`src/rtl/erase_poll_pkg.sv`:
```
package erase_poll_pkg;

    typedef enum logic [2:0] {
        S_IDLE,
        S_ID_REQ,
        S_ID_WAIT,
        S_ERASE_REQ,
        S_POLL_REQ,
        S_ST_WAIT,
        S_GAP,
        S_DONE
    } seq_state_e;

    typedef struct packed {
        logic ok;
        logic tmo;
    } seq_result_t;

    typedef struct packed {
        logic done_clear;
        logic busy;
        logic link_fail;
    } rsp_class_t;

    localparam logic [7:0] POLL_STATUS_CMD = 8'h34;
    localparam logic [7:0] ERASE_CLASS     = 8'h10;
    localparam logic [7:0] ERASE_DC_MASK   = 8'hFB;
    localparam int         BUSY_BIT        = 7;

    function automatic logic status_busy(input logic [7:0] b);
        return b[BUSY_BIT];
    endfunction

    function automatic logic erase_cmd_legal(input logic [7:0] b);
        return (b & ERASE_DC_MASK) == ERASE_CLASS;
    endfunction

    function automatic logic state_active(input seq_state_e s);
        return (s != S_IDLE) && (s != S_DONE);
    endfunction

endpackage

```
`src/rtl/erase_tick_down.sv`:
```
module erase_tick_down #(
    parameter int W = 8
) (
    input  logic         clk,
    input  logic         rst,
    input  logic         load,
    input  logic [W-1:0] load_val,
    input  logic         tick,
    output logic         zero
);

    logic [W-1:0] cnt_q;

    always_ff @(posedge clk) begin
        if (rst) begin
            cnt_q <= '0;
        end else if (load) begin
            cnt_q <= load_val;
        end else if (tick && (cnt_q != '0)) begin
            cnt_q <= cnt_q - 1'b1;
        end
    end

    assign zero = (cnt_q == '0);


    zero_hold_chk: assert property (@(posedge clk) disable iff (rst)
        (zero && !load) |=> zero);

endmodule

```
`src/rtl/erase_status_decode.sv`:
```
module erase_status_decode
    import erase_poll_pkg::*;
(
    input  logic       in_wait,
    input  logic       rsp_valid,
    input  logic       rsp_tmo,
    input  logic [7:0] rsp_byte,
    output rsp_class_t cls
);

    always_comb begin
        cls = '0;
        if (in_wait) begin
            if (rsp_tmo) begin
                cls.link_fail = 1'b1;
            end else if (rsp_valid) begin
                cls.busy       = status_busy(rsp_byte);
                cls.done_clear = !status_busy(rsp_byte);
            end
        end
    end

endmodule

```
`src/rtl/erase_poll_seq.sv`:
```
module erase_poll_seq
    import erase_poll_pkg::*;
#(
    parameter int         GAP_W          = 8,
    parameter int         TIMEOUT_TICKS  = 3000,
    parameter logic [7:0] ERASE_CMD      = 8'h10,
    parameter logic [7:0] ID_CMD         = 8'h68,
    parameter bit         CHECK_ID_FIRST = 1'b1
) (
    input  logic             clk,
    input  logic             rst,
    input  logic             tick,
    input  logic             start,
    input  logic [GAP_W-1:0] poll_gap,
    output logic             txn_req,
    output logic [7:0]       txn_cmd,
    input  logic             txn_rsp_valid,
    input  logic [7:0]       txn_rsp_byte,
    input  logic             txn_rsp_tmo,
    output logic             done,
    output logic             ok,
    output logic             tmo,
    output logic [7:0]       last_status
);

    localparam int TMO_W = $clog2(TIMEOUT_TICKS + 1);
    localparam logic [TMO_W-1:0] TMO_LOAD = TMO_W'(TIMEOUT_TICKS);

    seq_state_e  state_q, state_d;
    seq_result_t res_q, res_d;
    logic [7:0]  status_q, status_d;
    logic        accept_start;
    logic        expired;
    logic        gap_zero;
    logic        gap_load;
    rsp_class_t  id_cls, st_cls;

    assign accept_start = (state_q == S_IDLE) && start;

    erase_tick_down #(.W(TMO_W)) watchdog_i (
        .clk      (clk),
        .rst      (rst),
        .load     (accept_start),
        .load_val (TMO_LOAD),
        .tick     (tick),
        .zero     (expired)
    );

    erase_tick_down #(.W(GAP_W)) gap_i (
        .clk      (clk),
        .rst      (rst),
        .load     (gap_load),
        .load_val (poll_gap),
        .tick     (tick),
        .zero     (gap_zero)
    );

    erase_status_decode id_dec_i (
        .in_wait   (state_q == S_ID_WAIT),
        .rsp_valid (txn_rsp_valid),
        .rsp_tmo   (txn_rsp_tmo),
        .rsp_byte  (txn_rsp_byte),
        .cls       (id_cls)
    );

    erase_status_decode st_dec_i (
        .in_wait   (state_q == S_ST_WAIT),
        .rsp_valid (txn_rsp_valid),
        .rsp_tmo   (txn_rsp_tmo),
        .rsp_byte  (txn_rsp_byte),
        .cls       (st_cls)
    );

    always_comb begin
        state_d  = state_q;
        res_d    = res_q;
        status_d = status_q;
        gap_load = 1'b0;
        unique case (state_q)
            S_IDLE: begin
                if (start) begin
                    res_d    = '0;
                    status_d = 8'h00;
                    state_d  = CHECK_ID_FIRST ? S_ID_REQ : S_ERASE_REQ;
                end
            end
            S_ID_REQ: begin
                state_d = expired ? S_DONE : S_ID_WAIT;
                if (expired) res_d = '{ok: 1'b0, tmo: 1'b1};
            end
            S_ID_WAIT: begin
                if (id_cls.link_fail || expired) begin
                    state_d = S_DONE;
                    res_d   = '{ok: 1'b0, tmo: 1'b1};
                end else if (txn_rsp_valid) begin
                    state_d = S_ERASE_REQ;
                end
            end
            S_ERASE_REQ, S_POLL_REQ: begin
                state_d = expired ? S_DONE : S_ST_WAIT;
                if (expired) res_d = '{ok: 1'b0, tmo: 1'b1};
            end
            S_ST_WAIT: begin
                if (st_cls.link_fail) begin
                    state_d = S_DONE;
                    res_d   = '{ok: 1'b0, tmo: 1'b1};
                end else if (st_cls.done_clear) begin
                    status_d = txn_rsp_byte;
                    state_d  = S_DONE;
                    res_d    = '{ok: 1'b1, tmo: 1'b0};
                end else if (st_cls.busy) begin
                    status_d = txn_rsp_byte;
                    if (expired) begin
                        state_d = S_DONE;
                        res_d   = '{ok: 1'b0, tmo: 1'b1};
                    end else begin
                        gap_load = 1'b1;
                        state_d  = S_GAP;
                    end
                end else if (expired) begin
                    state_d = S_DONE;
                    res_d   = '{ok: 1'b0, tmo: 1'b1};
                end
            end
            S_GAP: begin
                if (expired) begin
                    state_d = S_DONE;
                    res_d   = '{ok: 1'b0, tmo: 1'b1};
                end else if (gap_zero) begin
                    state_d = S_POLL_REQ;
                end
            end
            S_DONE: state_d = S_IDLE;
            default: state_d = S_IDLE;
        endcase
    end

    always_ff @(posedge clk) begin
        if (rst) begin
            state_q  <= S_IDLE;
            res_q    <= '0;
            status_q <= 8'h00;
        end else begin
            state_q  <= state_d;
            res_q    <= res_d;
            status_q <= status_d;
        end
    end

    always_comb begin
        txn_req = 1'b0;
        txn_cmd = 8'h00;
        case (state_q)
            S_ID_REQ:    begin txn_req = 1'b1; txn_cmd = ID_CMD;          end
            S_ERASE_REQ: begin txn_req = 1'b1; txn_cmd = ERASE_CMD;       end
            S_POLL_REQ:  begin txn_req = 1'b1; txn_cmd = POLL_STATUS_CMD; end
            default:     begin txn_req = 1'b0; txn_cmd = 8'h00;           end
        endcase
    end

    assign done        = (state_q == S_DONE);
    assign ok          = res_q.ok;
    assign tmo         = res_q.tmo;
    assign last_status = status_q;


    done_single_chk: assert property (@(posedge clk) disable iff (rst)
        done |=> !done);


    flags_excl_chk: assert property (@(posedge clk) disable iff (rst)
        !(ok && tmo));


    done_result_chk: assert property (@(posedge clk) disable iff (rst)
        done |-> (ok ^ tmo));


    ok_status_chk: assert property (@(posedge clk) disable iff (rst)
        (done && ok) |-> !last_status[BUSY_BIT]);


    erase_cmd_chk: assert property (@(posedge clk) disable iff (rst)
        (txn_req && state_q == S_ERASE_REQ) |-> erase_cmd_legal(txn_cmd));


    gap_quiet_chk: assert property (@(posedge clk) disable iff (rst)
        (state_q == S_GAP && !gap_zero) |=> !txn_req);


    link_fail_chk: assert property (@(posedge clk) disable iff (rst)
        ((state_q == S_ST_WAIT || state_q == S_ID_WAIT) && txn_rsp_tmo) |=> (done && tmo));


    expiry_chk: assert property (@(posedge clk) disable iff (rst)
        (state_active(state_q) && expired && !st_cls.done_clear) |=> (done && tmo));

endmodule

```
`config.mk`:
```
export PLATFORM = sky130hd
export DESIGN_NAME = erase_poll_seq
export DESIGN_NICKNAME = d
export VERILOG_FILES = /design/src/rtl/erase_poll_pkg.sv /design/src/rtl/erase_tick_down.sv /design/src/rtl/erase_status_decode.sv /design/src/rtl/erase_poll_seq.sv
export SDC_FILE = /design/constraint.sdc
export NUM_CORES = 1
export LEC_CHECK = 0
export BUFFER_PORTS_ARGS = -buffer_cell sky130_fd_sc_hd__buf_2
export CAP_MARGIN = 20
export CORE_MARGIN = 4
export CORE_UTILIZATION = 50
export CTS_CLUSTER_DIAMETER = 200
export CTS_CLUSTER_SIZE = 14
export DETAILED_ROUTE_END_ITERATION = 12
export GPL_TIMING_DRIVEN = 0
export PLACE_DENSITY_LB_ADDON = 0.1
export SETUP_SLACK_MARGIN = 0.4
export SLEW_MARGIN = 30
export SYNTH_ARGS = -nofsm -noshare
export SYNTH_HDL_FRONTEND = slang
export SYNTH_SLANG_ARGS = --single-unit
```
`constraint.sdc`:
```
create_clock -name clk -period 2.41 [get_ports clk]
set_clock_uncertainty 0.05 [all_clocks]
set_input_delay 0.3615 -clock clk [delete_from_list [all_inputs] [get_ports clk]]
set_output_delay 0.3615 -clock clk [all_outputs]
set_load 0.05 [all_outputs]
```
==> impl_metrics.json <==
{
  "p_total_w": 0.00267,
  "critPathCaptureType": "register",
  "syn2layout_area_growth_pct": 32.1,
  "fillers": 300,
  "drive_above_1_share": 0.357,
  "drc": 0,
  "start_util": 0.538,
  "crit_buf_inv": 2,
  "ys_top_cells_by_area": "dfxtp_1 35%, a21oi_1 4.0%, nor3_1 3.8%, a311oi_1 3.3%, a22oi_1 3.2%",
  "r2r-end": "watchdog_i.cnt_q[11]",
  "die_h_um": 69.1,
  "synth_adder_area_share": 0.0201,
  "synth_ff_type": "dfxtp_1",
  "synth_edf_count": 0,
  "die_area_sq_um": 4770,
  "worstSetupEndpoint": "watchdog_i.cnt_q[11]",
  "cp.arrival_ns": 2.14,
  "synth_cell_type_count": 48,
  "antenna_found_initial": 0,
  "syn_area_sq_um": 1860,
  "synthSimpleGateAreaFrac": 0.262,
  "drt_iter0_markers": 128,
  "path_delay_family": "simple AND/OR/NAND/NOR gates",
  "clock.fmax_mhz": 491,
  "slew_headroom": 0.558,
  "dpl.hpwl_mm": 3.22,
  "utilization": 0.710,
  "cts_buffer_depth": 2,
  "multi_input_area_sq_um": 1220,
  "slew_viol_final": 0,
  "worst_slew_pin_slew_ns": 0.662,
  "hold_viol": 0,
  "netlist_instances": 228,
  "synth_compound_area_frac": 0.259,
  "wl_per_cell_um": 15.3,
  "tns_ns": 0,
  "core_area_sq_um": 3470,
  "maxCapViolCount": 0,
  "regToRegStartpoint": "watchdog_i.cnt_q[4]",
  "worst_ir_drop_vdd_mv": 0.725,
  "nNetsFinal": 307,
  "p_per_area_nw_per_um2": 1080,
  "reg2reg_slack_ns": 0.37,
  "worst_path_max_delay_cell": "or4_4",
  "syn-mean-instance-area_sq_um": 8.18,
  "grt_overflow": 0,
  "placedCellCount": 314,
  "ys_warn_count": 0,
  "clk_latency_ns": 0.28,
  "gp_congestion": 0.858,
  "ys_seq_area_frac": 0.354,
  "port_buffers": 38,
  "cts_tree": "built",
  "regArea_sq_um": 671,
  "clk_pin_slew_ns": 0.07,
  "n_antenna_cell": 0,
  "rsz0062_at_grt": "yes",
  "startpoint_type": "register",
  "htreeDepth": 2,
  "cp.depth": 6,
  "yosysTopAreaCellShare": 0.354,
  "crit_type": "register to register",
  "post-route-min-period_ns": 2.04,
  "cts-buffers-inserted": 5,
  "grt_pass1_vias": 1682,
  "setup_violations": 0,
  "drtAntennaViolNets": 0,
  "cts_root_buf": "clkbuf_8",
  "synth_xor_area_frac": 0.0235,
  "status": "complete, no violations",
  "num_rows": 21,
  "hp-class": "input port to register",
  "synth.ff_latch_count": 33,
  "p_leak_nw": 0.975,
  "r2r_cells": 6,
  "yosysTopAreaCell": "dfxtp_1",
  "clock_sinks": 33,
  "layout_common_cells": "35 x buf_2, 27 x dfxtp_1, 13 x nor2_1",
  "period_share": 0.845,
  "required_ns": 2.51,
  "worstPathCellList": "or4_4 -> buf_6 -> or3_4 -> buf_6 -> a211oi_2 -> a311oi_1",
  "grt_pass1_wl_mm": 8.01,
  "drt-pass1-iter-count": 4,
  "drt-total-wl_mm": 5.04,
  "vias": 1943,
  "grt_start_max_net_pins": 12,
  "mostFrequentLayoutCell": "buf_2",
  "pin_count": 42,
  "layout.cells.non_filler": 329,
  "track_usage": 0.201,
  "ys_async_sr_fraction": 0,
  "cp-startpoint": "watchdog_i.cnt_q[4]",
  "vias_per_cell": 5.91,
  "synth_top_family_by_area": "simple AND/OR/NAND/NOR gates",
  "max_stage_delay_ns": 0.52,
  "post_synth_mux_area_share": 0.0107,
  "die_w_um": 69.1,
  "path_common_cell": "buf_6",
  "cp_max_fo": 7
}
-- cell usage after synthesis, drive strengths merged, types with 3 or more instances --
cell type   n
nor4        3
buf         7
nand2       9
clkbuf      9
a21oi      15
dfxtp      33
or4         5
nand2b      4
inv        13
or4b        3
a21o        3
a211oi      7
or3         7
o21ai      11
o31ai       4
xnor2       3
nor3       15
ha          3
or2         5
nor2       15
nand3       6
a311oi      7
a22oi       8
a31oi       8
-- cell families (layout without fill, tap and decap cells) --
| logic type | Yosys count | count (layout) |
|---|---|---|
| multiplexers | 2 | 2 |
| flip-flops | 33 | 33 |
| other | 1 | 3 |
| XOR/XNOR | 5 | 5 |
| AO/OA/AOI/OAI | 72 | 72 |
| AND/OR/NAND/NOR | 83 | 83 |
| adder cells (fa/ha/maj) | 3 | 3 |
| buffers and inverters | 29 | 82 |
-- state kept, by name (all words and copies together) (netlist names) --
register          cells
gap_i.cnt_q           8
last_status           8
ok                    1
state_q               3
tmo                   1
watchdog_i.cnt_q     12
-- report_power, final --
group	switching [W]	internal (W)	leakage, nW
Sequential	0.000154	0.000678	0.272
Combinational	0.000792	0.000630	0.659
Clock	0.000214	0.000199	0.0439
-- layout make-up --
type	count	area share
multi-input combinational	168	0.495
inverter	13	0.0198
sequential	33	0.272
clock buffer	5	0.0279
buffer	16	0.0457
clock inverter	3	0.00711
timing repair buffer	45	0.109
tap	46	0.0234
-- how the worst min path moves through the flow --
stage                    startpoint              endpoint  cells after the start
2_1_floorplan  watchdog_i.cnt_q[10]  watchdog_i.cnt_q[10]                      2
3_3_place_gp         last_status[7]        last_status[7]                      2
3_5_place_dp         last_status[7]        last_status[7]                      2
4_1_cts             txn_rsp_byte[0]        last_status[0]                      3
5_1_grt             txn_rsp_byte[3]        last_status[3]                      3
6_report            txn_rsp_byte[5]        last_status[5]                      3
-- routing by layer --
metal,routed length (um),global-route usage,vias up,part of all wire
met5,0,0,-,0
met4,34,0.0456,0,0.0067
met3,327,0.0538,4,0.065
met2,2370,0.303,53,0.47
met1,2310,0.284,918,0.46
li1,-,-,968,-
-- stage by stage --
| step | hold slack, ns | instance area (sq um) | setup WS (ns) |
|---|---|---|---|
| 2_1_floorplan | 0.402 | 1890 | 0.155 |
| 3_3_place_gp | 0.390 | 2130 | 0.199 |
| 3_5_place_dp | 0.396 | 2130 | 0.177 |
| 4_1_cts | 0.264 | 2320 | 0.351 |
| 5_1_grt | 0.279 | 2460 | 0.338 |
| 6_report | 0.273 | 2460 | 0.373 |
-- worst reg2reg max path, delay by kind of cell, from the launching register on --
kind                   cells  cell delay, ns
AO/OA/AOI/OAI              2            0.24
AND/OR/NAND/NOR            2            0.96
flip-flops                 1            0.34
buffers and inverters      2            0.31
-- timing repair --
item,in CTS,in global routing
buffers inserted,3,2
pin swaps,4,11
hold buffers,0,0
gates cloned,1,1
setup endpoints to repair,36,29
gates resized for setup,24,37
No activity file was read; power rests on OpenSTA's default activity.
